[src/rtl/rmc_pkg.sv]
// Shared policy encodings and helpers for the region policy controller.
// Assumes a 2-bit policy code whose numeric order matches policy strength.
package rmc_pkg;
    localparam logic [1:0] MODE_NC   = 2'd0;
    localparam logic [1:0] MODE_RSVD = 2'd1;
    localparam logic [1:0] MODE_WT   = 2'd2;
    localparam logic [1:0] MODE_WB   = 2'd3;
    localparam int         MODE_W    = 2;

    typedef enum logic {SEQ_IDLE = 1'b0, SEQ_CLEAR = 1'b1} seq_state_t;
endpackage

[src/rtl/rmc_mode_table.sv]
// Per-region policy storage. Each region has one register that resets to
// write-back and is written only through the single write port.
// Assumes wr_idx < NREG whenever wr_en is high.
module rmc_mode_table #(
    parameter int NREG  = 16,
    parameter int IDX_W = $clog2(NREG)
) (
    input  logic                           clk,
    input  logic                           rst_n,
    input  logic                           wr_en,
    input  logic [IDX_W-1:0]               wr_idx,
    input  logic [rmc_pkg::MODE_W-1:0]     wr_mode,
    output logic [NREG*rmc_pkg::MODE_W-1:0] modes_flat
);
    import rmc_pkg::*;

    for (genvar g = 0; g < NREG; g++) begin : g_rgn
        logic [MODE_W-1:0] mode_q;
        // Hold one region's policy; reset restores write-back.
        always_ff @(posedge clk) begin
            if (!rst_n) begin
                mode_q <= MODE_WB;
            end else if (wr_en && (wr_idx == IDX_W'(g))) begin
                mode_q <= wr_mode;
            end
        end
        assign modes_flat[g*MODE_W +: MODE_W] = mode_q;
    end
endmodule

[src/rtl/rmc_lookup.sv]
// Address-to-policy lookup. The top IDX_W address bits pick the region.
// Purely combinational; assumes ADDR_W > IDX_W.
module rmc_lookup #(
    parameter int NREG   = 16,
    parameter int IDX_W  = $clog2(NREG),
    parameter int ADDR_W = 32
) (
    input  logic [ADDR_W-1:0]               addr,
    input  logic [NREG*rmc_pkg::MODE_W-1:0] modes_flat,
    output logic [rmc_pkg::MODE_W-1:0]      mode
);
    import rmc_pkg::*;
    localparam int RGN_LSB = ADDR_W - IDX_W;

    logic [IDX_W-1:0] rgn;

    // Select the region field and return its stored policy.
    always_comb begin
        rgn  = addr[RGN_LSB +: IDX_W];
        mode = modes_flat[rgn*MODE_W +: MODE_W];
    end
endmodule

[src/rtl/rmc_demote_seq.sv]
// Demotion sequencer. It judges each request against the region's current
// policy, rejects reserved or non-lowering codes at once, and runs a
// whole-cache clear handshake before committing an accepted change.
// Assumes the maintenance engine raises clr_done only while clr_req is high.
module rmc_demote_seq #(
    parameter int NREG  = 16,
    parameter int IDX_W = $clog2(NREG)
) (
    input  logic                            clk,
    input  logic                            rst_n,
    input  logic                            req_valid,
    input  logic [IDX_W-1:0]                req_sel,
    input  logic [rmc_pkg::MODE_W-1:0]      req_mode,
    input  logic [NREG*rmc_pkg::MODE_W-1:0] cur_modes,
    input  logic                            clr_done,
    output logic                            clr_req,
    output logic                            busy,
    output logic                            done,
    output logic                            pass,
    output logic                            wr_en,
    output logic [IDX_W-1:0]                wr_idx,
    output logic [rmc_pkg::MODE_W-1:0]      wr_mode
);
    import rmc_pkg::*;
    localparam logic [IDX_W-1:0] TOP_IDX = IDX_W'(NREG - 1);

    seq_state_t        state_q;
    logic [IDX_W-1:0]  pend_idx_q;
    logic [MODE_W-1:0] pend_mode_q;
    logic [IDX_W-1:0]  tgt_idx;
    logic [MODE_W-1:0] tgt_cur;
    logic              legal;

    // Map the reversed select code to a region and judge the request.
    always_comb begin
        tgt_idx = TOP_IDX - req_sel;
        tgt_cur = cur_modes[tgt_idx*MODE_W +: MODE_W];
        legal   = (req_mode != MODE_RSVD) && (req_mode < tgt_cur);
    end

    // Step the accept/clear/commit sequence and form the status pulse.
    always_ff @(posedge clk) begin
        if (!rst_n) begin
            state_q     <= SEQ_IDLE;
            pend_idx_q  <= '0;
            pend_mode_q <= MODE_WB;
            done        <= 1'b0;
            pass        <= 1'b0;
        end else begin
            done <= 1'b0;
            pass <= 1'b0;
            case (state_q)
                SEQ_IDLE: begin
                    if (req_valid) begin
                        if (legal) begin
                            state_q     <= SEQ_CLEAR;
                            pend_idx_q  <= tgt_idx;
                            pend_mode_q <= req_mode;
                        end else begin
                            done <= 1'b1;
                        end
                    end
                end
                SEQ_CLEAR: begin
                    if (clr_done) begin
                        state_q <= SEQ_IDLE;
                        done    <= 1'b1;
                        pass    <= 1'b1;
                    end
                end
                default: state_q <= SEQ_IDLE;
            endcase
        end
    end

    // Drive the handshake and the commit port from the pending state.
    always_comb begin
        clr_req = (state_q == SEQ_CLEAR);
        busy    = clr_req;
        wr_en   = clr_req && clr_done;
        wr_idx  = pend_idx_q;
        wr_mode = pend_mode_q;
    end
endmodule

[src/rtl/region_mode_ctrl.sv]
// Top of the region policy controller: storage table, address lookup and
// demotion sequencer. Assumes one request at a time; requests while busy
// are dropped.
module region_mode_ctrl #(
    parameter int NREG   = 16,
    parameter int IDX_W  = $clog2(NREG),
    parameter int ADDR_W = 32
) (
    input  logic              clk,
    input  logic              rst_n,
    input  logic              req_valid,
    input  logic [IDX_W-1:0]  req_sel,
    input  logic [1:0]        req_mode,
    output logic              busy,
    output logic              clr_req,
    input  logic              clr_done,
    input  logic [ADDR_W-1:0] lk_addr,
    output logic [1:0]        lk_mode,
    output logic              done,
    output logic              pass
);
    import rmc_pkg::*;

    logic [NREG*MODE_W-1:0] modes_flat;
    logic                   wr_en;
    logic [IDX_W-1:0]       wr_idx;
    logic [MODE_W-1:0]      wr_mode;

    rmc_mode_table #(.NREG(NREG), .IDX_W(IDX_W)) u_table (
        .clk(clk), .rst_n(rst_n), .wr_en(wr_en), .wr_idx(wr_idx),
        .wr_mode(wr_mode), .modes_flat(modes_flat)
    );

    rmc_lookup #(.NREG(NREG), .IDX_W(IDX_W), .ADDR_W(ADDR_W)) u_lookup (
        .addr(lk_addr), .modes_flat(modes_flat), .mode(lk_mode)
    );

    rmc_demote_seq #(.NREG(NREG), .IDX_W(IDX_W)) u_seq (
        .clk(clk), .rst_n(rst_n), .req_valid(req_valid), .req_sel(req_sel),
        .req_mode(req_mode), .cur_modes(modes_flat), .clr_done(clr_done),
        .clr_req(clr_req), .busy(busy), .done(done), .pass(pass),
        .wr_en(wr_en), .wr_idx(wr_idx), .wr_mode(wr_mode)
    );
endmodule

[config.mk]
export PLATFORM = sky130hd
export DESIGN_NAME = region_mode_ctrl
export DESIGN_NICKNAME = d
export VERILOG_FILES = /design/src/rtl/rmc_pkg.sv /design/src/rtl/rmc_mode_table.sv /design/src/rtl/rmc_lookup.sv /design/src/rtl/rmc_demote_seq.sv /design/src/rtl/region_mode_ctrl.sv
export SDC_FILE = /design/constraint.sdc
export NUM_CORES = 1
export LEC_CHECK = 0
export BUFFER_PORTS_ARGS = -buffer_cell sky130_fd_sc_hd__buf_4
export CAP_MARGIN = 10
export CELL_PAD_IN_SITES_DETAIL_PLACEMENT = 2
export CELL_PAD_IN_SITES_GLOBAL_PLACEMENT = 2
export CORE_UTILIZATION = 29
export CTS_CLUSTER_DIAMETER = 150
export DETAILED_ROUTE_END_ITERATION = 8
export GPL_ROUTABILITY_DRIVEN = 0
export PLACE_DENSITY = 0.76
export SLEW_MARGIN = 0
export SYNTH_ARGS = -nofsm -noshare
export SYNTH_HDL_FRONTEND = slang
export SYNTH_HIERARCHICAL = 1
export SYNTH_SLANG_ARGS = --single-unit
[constraint.sdc]
create_clock -name clk -period 2.5 [get_ports clk]
set_clock_uncertainty 0.05 [all_clocks]
set_input_delay 0.25 -clock clk [delete_from_list [all_inputs] [get_ports clk]]
set_output_delay 0.25 -clock clk [all_outputs]
set_load 0.05 [all_outputs]
==> results.md <==
- Slew Limit Headroom: 0.484
- Sequential area share after synthesis: 0.359
- Drt wl/cell: 20.9 um
- Slew of the pin with the lowest slew margin: 0.772 ns
- First-pass GRT wire length: 12.9 mm
- Post-DP Area: 2540 um2
- DRC errors left: 0
- Clock slew at reported path FFs: 0.08 ns
- Final worst-path cycle share: 0.998
- Initial antenna violation count: 0
- Fraction of registers with async set or reset after synthesis: 0
- Drt pass-1 iters: 4
- Clk_lat worst skew: 0.30 ns
- Worst hold-check path type: in -> reg
- Reg2reg start: u_table/g_rgn[12].mode_q[1]
- Overall die height: 90.7 um
- Hold depth: 3
- Max cap viols: 0
- TritonCTS clock tree: yes
- IO Count: 48
- WS Path Type: reg -> reg
- Worst-case reg-to-reg path depth: 9
- Number of diodes: 0
- CP Max Fanout: 3
- Placed instance count: 371
- Leakage: 0.982 nW
- Commonest cells in the netlist: dfxtp_1, nand3_1, nand2_1
- Hold Vio Cnt, Final: 0
- Worst Path Required: 2.63 ns
- Final Core Density: 0.364
- Fin worst setup slack: 0.00597 ns
- Synthesized area: 2280 um2
- DRT iter0 DRCs: 103
- Final HPWL DP: 5.67 mm
- PortBufs: 19
- Dpl ws: -0.248 ns
- CP Launch Type: flip-flop
- Num rows: 31
- Pwr dens: 563 nW/um2
- Final non-filler cell total: 382
- Share of the synthesized area in the top cell type: 0.359
- Vias per Instance: 5.66
- Setup slack, reg-to-reg: 0.006 ns
- CTS Buf Count: 5
- Total grt overflow: 0
- Largest net degree at the start of global routing: 42
- Cells after Synth: 258
- Synth cell types: 41
- Yosys top cell by area: dfxtp_1
- Die area: 8230 um2
- Initial core utilization: 0.307
- GRT Total Usage: 0.206
- Drt total wl: 7.98 mm
- Antenna Nets Post-Route: 0
- Top cells by area, synth: dfxtp_1, mux4_1, nand3_1, nand2_1, mux2i_1
- Area grow syn2layout: 18.7%
- NumNets Final: 325
- Die width: 90.7 um
- Hold WS: 0.179 ns
- Hold Crit Start: clr_done
- Vias: 2162
- Mapped Nets: 301
- Crit path arrival time: 2.63 ns
- FILL cells: 861
- Prevailing post-synth register cell: dfxtp_1
- # setup viols final: 0
- Register bit count reported by yosys: 41
- Slew Viols, Final: 0
- Layout cells sized above 1: 0.240
- Clock buffer depth: 2
- CTS sink count: 41
- Core Region: 7450 um2
- Worst Hold End: u_seq/pass
- Number of flops mapped to enable cells by yosys: 0
- FF-to-FF End: u_seq/wr_idx[2]
- Unrepaired setup endpoints after global routing: true
- Fmax achieved: 401 MHz
- Vias in the first global route: 2251
- Max VDD drop: 0.171 mV
- Root buffer cell: clkbuf_8
- Synthesis Warnings: 6
- Final instance area: 2710 um2
- Hold-fix buffer count after cts: 0
- Status: complete, no violations
- Worst setup EP type: flip-flop
- Final worst path period need: 2.49 ns
- H-tree depth: 2
- Mean Syn Cell Area: 8.85 um2
-- layer usage --
layer  GRT usage  wire, um  vias up
met5           0         0        -
met4      0.0524        63        0
met3      0.0303       328        5
met2       0.335      3810       49
met1       0.285      3780     1129
li1            -         -      979
-- metrics by stage --
stage	total power, mW	TNS (ns)
finish	1.53	0
global route	1.59	-0.212
CTS	1.53	0
detailed placement	0.951	-1.50
global placement	0.944	-0.983
floorplan	0.862	0
-- cells in the final DEF (no fill, tap or decap), drive strengths merged, types with 4 or more instances in the layout --
master,instances
dfxtp,41
mux2i,12
nor2b,4
clkbuf,7
nand2,41
mux4,13
nand2b,5
o21ai,33
buf,34
inv,9
and3b,6
nand3,42
nor2,7
-- worst max-delay path, cell delays in order, from the launching register on --
cell      delay, ns
dfxtp_1        0.34
mux4_2         0.49
mux4_2         0.51
inv_2          0.09
ha_4           0.19
a211oi_2       0.18
nand2b_1       0.17
buf_6          0.16
a21oi_2        0.13
a311oi_2       0.05
-- worst max-delay path by stage --
stage / from / endpoint / slack [ns] / depth (start not counted)
2_1_floorplan: req_sel[0] / u_seq/wr_idx[0] / 0.01 / 9
3_3_place_gp: req_sel[0] / u_seq/wr_idx[1] / -0.16 / 9
3_5_place_dp: req_sel[0] / u_seq/wr_idx[3] / -0.25 / 9
4_1_cts: u_table/g_rgn[12].mode_q[1] / u_seq/wr_idx[3] / 0.004 / 8
5_1_grt: u_table/g_rgn[4].mode_q[1] / u_seq/wr_idx[2] / -0.08 / 9
6_report: u_table/g_rgn[12].mode_q[1] / u_seq/wr_idx[2] / 0.006 / 9
-- logic make-up after synthesis --
group	synth area share
adders and majority gates	0.00548
and+or+nand+nor	0.270
DFF	0.359
muxes	0.194
AOI/OAI and AO/OA	0.114
buffers and inverters	0.0570
-- state kept, by name, indices dropped and copies added, names as in the netlist --
| register | flops |
|---|---|
| u_seq/busy | 1 |
| u_table/g_rgn.mode_q | 32 |
| u_seq/wr_mode | 2 |
| u_seq/pass | 1 |
| u_seq/done | 1 |
| u_seq/wr_idx | 4 |
-- where the power goes --
| part | switching, mW | internal, mW |
|---|---|---|
| Sequential | 0.0282 | 0.670 |
| Clock | 0.250 | 0.326 |
| Combinational | 0.160 | 0.0922 |
| Total | 0.438 | 1.09 |
-- area by class of cell --
| class | instances | area [um2] | share of cell area |
|---|---|---|---|
| multi-input cells | 191 | 1350 | 0.499 |
| flip-flops and latches | 41 | 825 | 0.304 |
| repair buffers | 34 | 259 | 0.0956 |
| well taps | 99 | 124 | 0.0457 |
| clock buffers | 7 | 86.3 | 0.0319 |
| inverters | 9 | 33.8 | 0.0125 |
| clock inverters | 1 | 30.0 | 0.0111 |
-- timing repair --
item / in CTS / in global routing
setup endpoints to repair: 7 / 7
endpoints found under the hold margin: 0 / 0
buffers inserted: 2 / 1
resized for setup: 9 / 7
pin swaps: 2 / 2
(Power assumes the default switching activity.)
